--- src/rtl/adc_cmd_pkg.sv ---
package adc_cmd_pkg;
  // Strobes from control to datapath
  typedef struct packed {
    logic shiftEn;
    logic clearShift;
    logic byteDone;
  } ctlStrobes_t;

  typedef enum logic [1:0] {
    ST_HUNT  = 2'd0,
    ST_SHIFT = 2'd1,
    ST_CONV  = 2'd2
  } ctrlState_e;
endpackage

--- src/rtl/adc_pin_sync.sv ---
module adc_pin_sync #(
  parameter int WIDTH = 3,
  parameter int STAGES = 2,
  parameter logic [WIDTH-1:0] RESET_VAL = '0
) (
  input  logic             clk,
  input  logic             rstN,
  input  logic [WIDTH-1:0] pinsIn,
  output logic [WIDTH-1:0] pinsSync
);
  generate
    if (STAGES == 1) begin : g_single
      logic [WIDTH-1:0] stageQ;
      always_ff @(posedge clk or negedge rstN) begin
        if (!rstN) stageQ <= RESET_VAL;
        else       stageQ <= pinsIn;
      end
      assign pinsSync = stageQ;
    end else begin : g_chain
      logic [STAGES*WIDTH-1:0] chainQ;
      always_ff @(posedge clk or negedge rstN) begin
        if (!rstN) chainQ <= {STAGES{RESET_VAL}};
        else       chainQ <= {chainQ[(STAGES-1)*WIDTH-1:0], pinsIn};
      end
      assign pinsSync = chainQ[STAGES*WIDTH-1 -: WIDTH];
    end
  endgenerate
endmodule

--- src/rtl/adc_cmd_ctrl.sv ---
module adc_cmd_ctrl
  import adc_cmd_pkg::*;
#(
  parameter int BYTE_BITS    = 8,
  parameter int MODE_W       = 3,
  parameter int MODE0_SAMPLE = 14,
  parameter int MODE1_SAMPLE = 16
) (
  input  logic              clk,
  input  logic              rstN,
  input  logic              csActive,
  input  logic              sclkLvl,
  input  logic              dinBit,
  input  logic              isModeByte,
  input  logic [MODE_W-1:0] convMode,
  output ctlStrobes_t       ctl,
  output logic              samplePulse,
  output logic              strobeOut
);
  localparam int BIT_W = $clog2(BYTE_BITS);
  localparam int MAX_SAMPLE = (MODE0_SAMPLE > MODE1_SAMPLE) ? MODE0_SAMPLE : MODE1_SAMPLE;
  localparam int CNT_W = $clog2(MAX_SAMPLE + 1);
  localparam logic [BIT_W-1:0] LAST_BIT = BIT_W'(BYTE_BITS - 1);
  localparam logic [CNT_W-1:0] TARGET0 = CNT_W'(MODE0_SAMPLE);
  localparam logic [CNT_W-1:0] TARGET1 = CNT_W'(MODE1_SAMPLE);

  ctrlState_e       state;
  logic [BIT_W-1:0] bitCnt;
  logic [CNT_W-1:0] fallCnt;
  logic             sclkPrev;
  logic             sclkRise, sclkFall;
  logic             modeSamples;
  logic [CNT_W-1:0] target;
  logic [CNT_W-1:0] fallNext;

  assign sclkRise    = sclkLvl & ~sclkPrev;
  assign sclkFall    = ~sclkLvl & sclkPrev;
  assign modeSamples = (convMode <= MODE_W'(1));
  assign target      = (convMode == '0) ? TARGET0 : TARGET1;
  assign fallNext    = fallCnt + 1'b1;

  always_comb begin
    ctl = '0;
    if (!csActive) begin
      ctl.clearShift = 1'b1;
    end else begin
      unique case (state)
        ST_HUNT:  ctl.shiftEn = sclkRise & dinBit;
        ST_SHIFT: begin
          ctl.byteDone = sclkRise & (bitCnt == LAST_BIT);
          ctl.shiftEn  = sclkRise & (bitCnt != LAST_BIT);
        end
        default:  ctl = '0;
      endcase
    end
  end

  always_ff @(posedge clk or negedge rstN) begin
    if (!rstN) sclkPrev <= 1'b0;
    else       sclkPrev <= sclkLvl;
  end

  always_ff @(posedge clk or negedge rstN) begin
    if (!rstN) begin
      state       <= ST_HUNT;
      bitCnt      <= '0;
      fallCnt     <= '0;
      samplePulse <= 1'b0;
      strobeOut   <= 1'b0;
    end else if (!csActive) begin
      state       <= ST_HUNT;
      bitCnt      <= '0;
      fallCnt     <= '0;
      samplePulse <= 1'b0;
      strobeOut   <= 1'b0;
    end else begin
      samplePulse <= 1'b0;
      unique case (state)
        ST_HUNT: begin
          if (sclkRise && dinBit) begin
            state   <= ST_SHIFT;
            bitCnt  <= BIT_W'(1);
            fallCnt <= '0;
          end
        end
        ST_SHIFT: begin
          if (sclkFall) fallCnt <= fallNext;
          if (sclkRise) begin
            if (bitCnt == LAST_BIT) begin
              bitCnt <= '0;
              state  <= (!isModeByte && modeSamples) ? ST_CONV : ST_HUNT;
              if (isModeByte) strobeOut <= 1'b0;
            end else begin
              bitCnt <= bitCnt + 1'b1;
            end
          end
        end
        ST_CONV: begin
          if (sclkFall) begin
            fallCnt <= fallNext;
            if (fallNext == target) begin
              samplePulse <= 1'b1;
              state       <= ST_HUNT;
              if (convMode != '0) strobeOut <= 1'b1;
            end
          end
        end
        default: state <= ST_HUNT;
      endcase
    end
  end
endmodule

--- src/rtl/adc_cmd_datapath.sv ---
module adc_cmd_datapath
  import adc_cmd_pkg::*;
#(
  parameter int CHAN_W  = 3,
  parameter int RANGE_W = 3
) (
  input  logic               clk,
  input  logic               rstN,
  input  ctlStrobes_t        ctl,
  input  logic               dinBit,
  output logic               isModeByte,
  output logic [CHAN_W-1:0]  chanSel,
  output logic               diffSel,
  output logic [RANGE_W-1:0] rangeCode,
  output logic [CHAN_W-1:0]  convMode,
  output logic               cfgStrobe,
  output logic               modeStrobe
);
  localparam int PAYLOAD_W = CHAN_W + 1 + RANGE_W;
  localparam int SHIFT_W   = PAYLOAD_W - 1;
  localparam int TAG_W     = RANGE_W + 1;
  localparam int DIFF_POS  = RANGE_W;
  localparam int CHAN_LSB  = RANGE_W + 1;
  localparam logic [TAG_W-1:0] MODE_TAG = {1'b1, {RANGE_W{1'b0}}};

  logic [SHIFT_W-1:0]   shiftReg;
  logic [PAYLOAD_W-1:0] payload;

  // Start bit enters first and falls off the top after the seventh shift
  assign payload    = {shiftReg, dinBit};
  assign isModeByte = (payload[TAG_W-1:0] == MODE_TAG);

  always_ff @(posedge clk or negedge rstN) begin
    if (!rstN) begin
      shiftReg   <= '0;
      chanSel    <= '0;
      diffSel    <= 1'b0;
      rangeCode  <= '0;
      convMode   <= '0;
      cfgStrobe  <= 1'b0;
      modeStrobe <= 1'b0;
    end else begin
      cfgStrobe  <= 1'b0;
      modeStrobe <= 1'b0;
      if (ctl.clearShift)   shiftReg <= '0;
      else if (ctl.shiftEn) shiftReg <= {shiftReg[SHIFT_W-2:0], dinBit};
      if (ctl.byteDone) begin
        shiftReg <= '0;
        if (isModeByte) begin
          convMode   <= payload[PAYLOAD_W-1:CHAN_LSB];
          modeStrobe <= 1'b1;
        end else begin
          chanSel   <= payload[PAYLOAD_W-1:CHAN_LSB];
          diffSel   <= payload[DIFF_POS];
          rangeCode <= payload[RANGE_W-1:0];
          cfgStrobe <= 1'b1;
        end
      end
    end
  end
endmodule

--- src/rtl/adc_cmd_decoder.sv ---
module adc_cmd_decoder
  import adc_cmd_pkg::*;
#(
  parameter int SYNC_STAGES  = 2,
  parameter int CHAN_W       = 3,
  parameter int RANGE_W      = 3,
  parameter int MODE0_SAMPLE = 14,
  parameter int MODE1_SAMPLE = 16
) (
  input  logic               clk,
  input  logic               rstN,
  input  logic               csN,
  input  logic               sclk,
  input  logic               din,
  output logic [CHAN_W-1:0]  chanSel,
  output logic               diffSel,
  output logic [RANGE_W-1:0] rangeCode,
  output logic [CHAN_W-1:0]  convMode,
  output logic               cfgStrobe,
  output logic               modeStrobe,
  output logic               samplePulse,
  output logic               strobeOut
);
  localparam int BYTE_BITS = CHAN_W + RANGE_W + 2;

  logic [2:0]  pinsSync;
  ctlStrobes_t ctl;
  logic        isModeByte;

  adc_pin_sync #(
    .WIDTH(3), .STAGES(SYNC_STAGES), .RESET_VAL(3'b100)
  ) u_sync (
    .clk(clk), .rstN(rstN),
    .pinsIn({csN, sclk, din}),
    .pinsSync(pinsSync)
  );

  adc_cmd_ctrl #(
    .BYTE_BITS(BYTE_BITS), .MODE_W(CHAN_W),
    .MODE0_SAMPLE(MODE0_SAMPLE), .MODE1_SAMPLE(MODE1_SAMPLE)
  ) u_ctrl (
    .clk(clk), .rstN(rstN),
    .csActive(~pinsSync[2]), .sclkLvl(pinsSync[1]), .dinBit(pinsSync[0]),
    .isModeByte(isModeByte), .convMode(convMode),
    .ctl(ctl), .samplePulse(samplePulse), .strobeOut(strobeOut)
  );

  adc_cmd_datapath #(
    .CHAN_W(CHAN_W), .RANGE_W(RANGE_W)
  ) u_dp (
    .clk(clk), .rstN(rstN), .ctl(ctl), .dinBit(pinsSync[0]),
    .isModeByte(isModeByte), .chanSel(chanSel), .diffSel(diffSel),
    .rangeCode(rangeCode), .convMode(convMode),
    .cfgStrobe(cfgStrobe), .modeStrobe(modeStrobe)
  );
endmodule

--- config.mk ---
export PLATFORM = sky130hd
export DESIGN_NAME = adc_cmd_decoder
export DESIGN_NICKNAME = d
export VERILOG_FILES = /design/src/rtl/adc_cmd_pkg.sv /design/src/rtl/adc_pin_sync.sv /design/src/rtl/adc_cmd_ctrl.sv /design/src/rtl/adc_cmd_datapath.sv /design/src/rtl/adc_cmd_decoder.sv
export SDC_FILE = /design/constraint.sdc
export NUM_CORES = 1
export LEC_CHECK = 0
export BUFFER_PORTS_ARGS = -buffer_cell sky130_fd_sc_hd__buf_2
export CORE_ASPECT_RATIO = 1.4
export CORE_MARGIN = 1.5
export CORE_UTILIZATION = 51
export CTS_CLUSTER_SIZE = 24
export DETAILED_ROUTE_END_ITERATION = 10
export PLACE_DENSITY = 0.74
export SETUP_SLACK_MARGIN = 0.2
export SLEW_MARGIN = 20
export SYNTH_ARGS = -nofsm -noshare
export SYNTH_HDL_FRONTEND = slang
export SYNTH_SLANG_ARGS = --single-unit
--- constraint.sdc ---
create_clock -name clk -period 1.94 [get_ports clk]
set_clock_uncertainty 0.15 [all_clocks]
set_input_delay 0.291 -clock clk [delete_from_list [all_inputs] [get_ports clk]]
set_output_delay 0.291 -clock clk [all_outputs]
set_load 0.02 [all_outputs]
==> reports/results.ini <==
[final_layout]
final_area_um2=2450
diodes=0
final_cells=253
areaGrowthSynthToFinish_pct=44.7
post-route-util_pct=77.9
final_nets=225
layout-drive-gt1-share_pct=49.1
nFillCells=207

[worst_setup_path]
cp.required_ns=1.96
slowest_delay_ns=0.54
crit_type=reg -> reg
cp_max_fo=3
cp-end-kind=register
cp_slowest_cell=or4b_4
crit_arrival_ns=2.00
start_kind=register
path_cells=or4b_4, or4_4, mux2_4

[synthesis]
ys.flop_type=dfrtp_1
async_flop_share_pct=100
synth_nets=164
synth_top_area_cell=dfrtp_1
synthDistinctLibCells=35
synth_compound_gate_area_share_pct=6.56
yosys.area_share.simple_pct=17.8
synth_xor_xnor_area_share_pct=1.55
synth_edf_count=0
syn_area_per_cell_um2=11.2
yosys-top-cells-count=dfrtp_1 (35), nand2_1 (25), nor2_1 (9), o21ai_0 (9)
synth_fa_ha_area_share_pct=5.16
synth_mux_area_share_pct=12.7
synth_seq_area_share_pct=54.7
synth_seq_cells=37
synth.cell_area_um2=1700
syn_inst=152
ys_top_cells_by_area=dfrtp_1 (52%), nand2_1 (5.5%), mux2_2 (5.3%), ha_1 (5.2%), mux2i_1 (4.7%)
yosysWarnings=0
synth_top_area_share_pct=51.6
synth_top_family_by_area=simple AND/OR/NAND/NOR gates
synth_most_common_cell=dfrtp_1

[status]
outcome=complete, but fails checks
violations=negative setup slack

[sta]
max_slew_margin_pct=66.7
fin_crit_sh_pct=102
worst_slew_pin_slew_ns=0.497
whs_ns=0.208
setup_violations=3
post-route-min-period_ns=1.98
setup_ws_ns=-0.0361
slew_violations=0
rsz0062_at_grt=yes
fmax_mhz=506
hold_viol=0
setup_tns_ns=-0.0908

[global_route]
grt_pass1_wl_um=6820
grt_max_degree=20
grt-ovfl-total=0
antenna_found_initial=0
grt_pass1_vias=1503
grt_usage_pct=25.3

[die]
start_util_pct=53.8
dieArea_um2=3690
core_area_um2=3150
num_rows=24
die_w_um=51.7
ios=19
die_y_um=71.2

[power]
power_density_nw_per_um2=868
fin_total_pwr_mw=2.13
peakVddDrop_mv=0.662
leakage_nw=1.17

[detailed_routing]
avgRoutedWirePerCell_um=16.6
wirelength_um=4210
postRouteAntennaNets=0
vias_per_cell=5.58
drc_errors=0
vias=1413
drt-pass1-iter-count=4
drt-initial-drc-count=33

[place]
numPortBuffers=18
place_inst=222
globalplace.congestion=0.808
placed_cell_area_um2=2020
post-place-ws_ns=-0.0255
hpwl_um=2540

[clock_network]
numCtsBuffers=5
root_buffer=clkbuf_8
cts_max_level=2
cts_sinks=37
clockBufferDepth=2
cts_tree=yes
clk_latency_ns=0.29
clk_pin_slew_ns=0.07

[run]
max_cap_violations=0

[min_path]
hp-class=reg -> reg

-- timing repair --
item / CTS / global route
gates cloned: 0 / 0
gates resized for setup: 39 / 1
endpoints found under the hold margin: 21 / 0
endpoints found under the setup margin: 24 / 27
pin swaps: 16 / 1
hold buffers: 4 / 0
setup buffers: 13 / 6
-- final cells by class --
class / instances / area [µm²] / area share [%]
repair buffers: 57 / 437 / 17.8
clock buffers: 8 / 90.1 / 3.67
flip-flops and latches: 37 / 928 / 37.8
multi-input cells: 108 / 936 / 38.1
inverters: 4 / 15.0 / 0.612
well taps: 39 / 48.8 / 1.99
-- worst max-delay path: cells and delay by family (launching register included) --
kind,cells,cell delay (ns)
and+or+nand+nor,2,1.01
DFF,1,0.38
muxes,1,0.32
-- power by group --
group | switching (mW) | internal, mW
registers | 0.0366 | 0.804
clock network | 0.262 | 0.290
logic | 0.360 | 0.379
total | 0.659 | 1.47
-- worst paths after layout --
kind / start / end / slack [ns] / cells past startpoint
setup / recovery: u_dp.shiftReg[1] / u_dp.convMode[1] / -0.04 / 3
hold / removal: u_sync.g_chain.chainQ[2] / u_sync.g_chain.chainQ[5] / 0.21 / 0
setup reg to reg: u_dp.shiftReg[1] / u_dp.convMode[1] / -0.04 / 3
hold reg to reg: u_sync.g_chain.chainQ[2] / u_sync.g_chain.chainQ[5] / 0.21 / 0
max in group asynchronous: rstN / u_sync.g_chain.chainQ[2] / 0.75 / 3
min in group asynchronous: rstN / u_ctrl.fallCnt[4] / 0.34 / 2
-- cell usage in the layout (no fill, tap or decap), drive strengths merged, types with 2 or more instances in the layout --
cell         synthesis  final
buf                  0     53
dfrtp               35     35
nand2               25     25
mux2                11     11
nor2                10     10
o21ai               10     10
mux2i                8      8
clkbuf               3      8
nor3                 8      8
ha                   7      7
dlygate4sd3          0      4
inv                  4      4
a21oi                4      4
nand3                3      3
nand2b               2      2
xor2                 2      2
nand3b               2      2
dfstp                2      2
-- logic make-up (layout without fill, tap and decap cells) --
kind of cell	Yosys count	count (layout)
XOR/XNOR	3	3
multiplexers	19	19
flip-flops	37	37
buffers and inverters	7	69
AO/OA/AOI/OAI	19	19
AND/OR/NAND/NOR	60	60
adder cells (fa/ha/maj)	7	7
-- routing by layer --
layer / vias up / part of all wire [%] / wire, µm / GRT usage [%]
met5: - / 0 / 0 / 0
met4: 0 / 2.4 / 99 / 10.5
met3: 12 / 2.9 / 123 / 4.17
met2: 29 / 56 / 2340 / 47.2
met1: 714 / 39 / 1640 / 27.4
li1: 658 / - / - / -
-- flip-flops by register name (all words and copies together), names as in the netlist --
| register | flops |
|---|---|
| u_dp.shiftReg | 6 |
| u_sync.g_chain.chainQ | 6 |
| u_ctrl.fallCnt | 5 |
| u_ctrl.bitCnt | 3 |
| u_dp.chanSel | 3 |
| u_dp.convMode | 3 |
| u_dp.rangeCode | 3 |
| u_ctrl.state | 2 |
| u_ctrl.samplePulse | 1 |
| u_ctrl.sclkPrev | 1 |
| u_ctrl.strobeOut | 1 |
| u_dp.cfgStrobe | 1 |
| u_dp.diffSel | 1 |
| u_dp.modeStrobe | 1 |
Power figures use the tool's default switching activity.
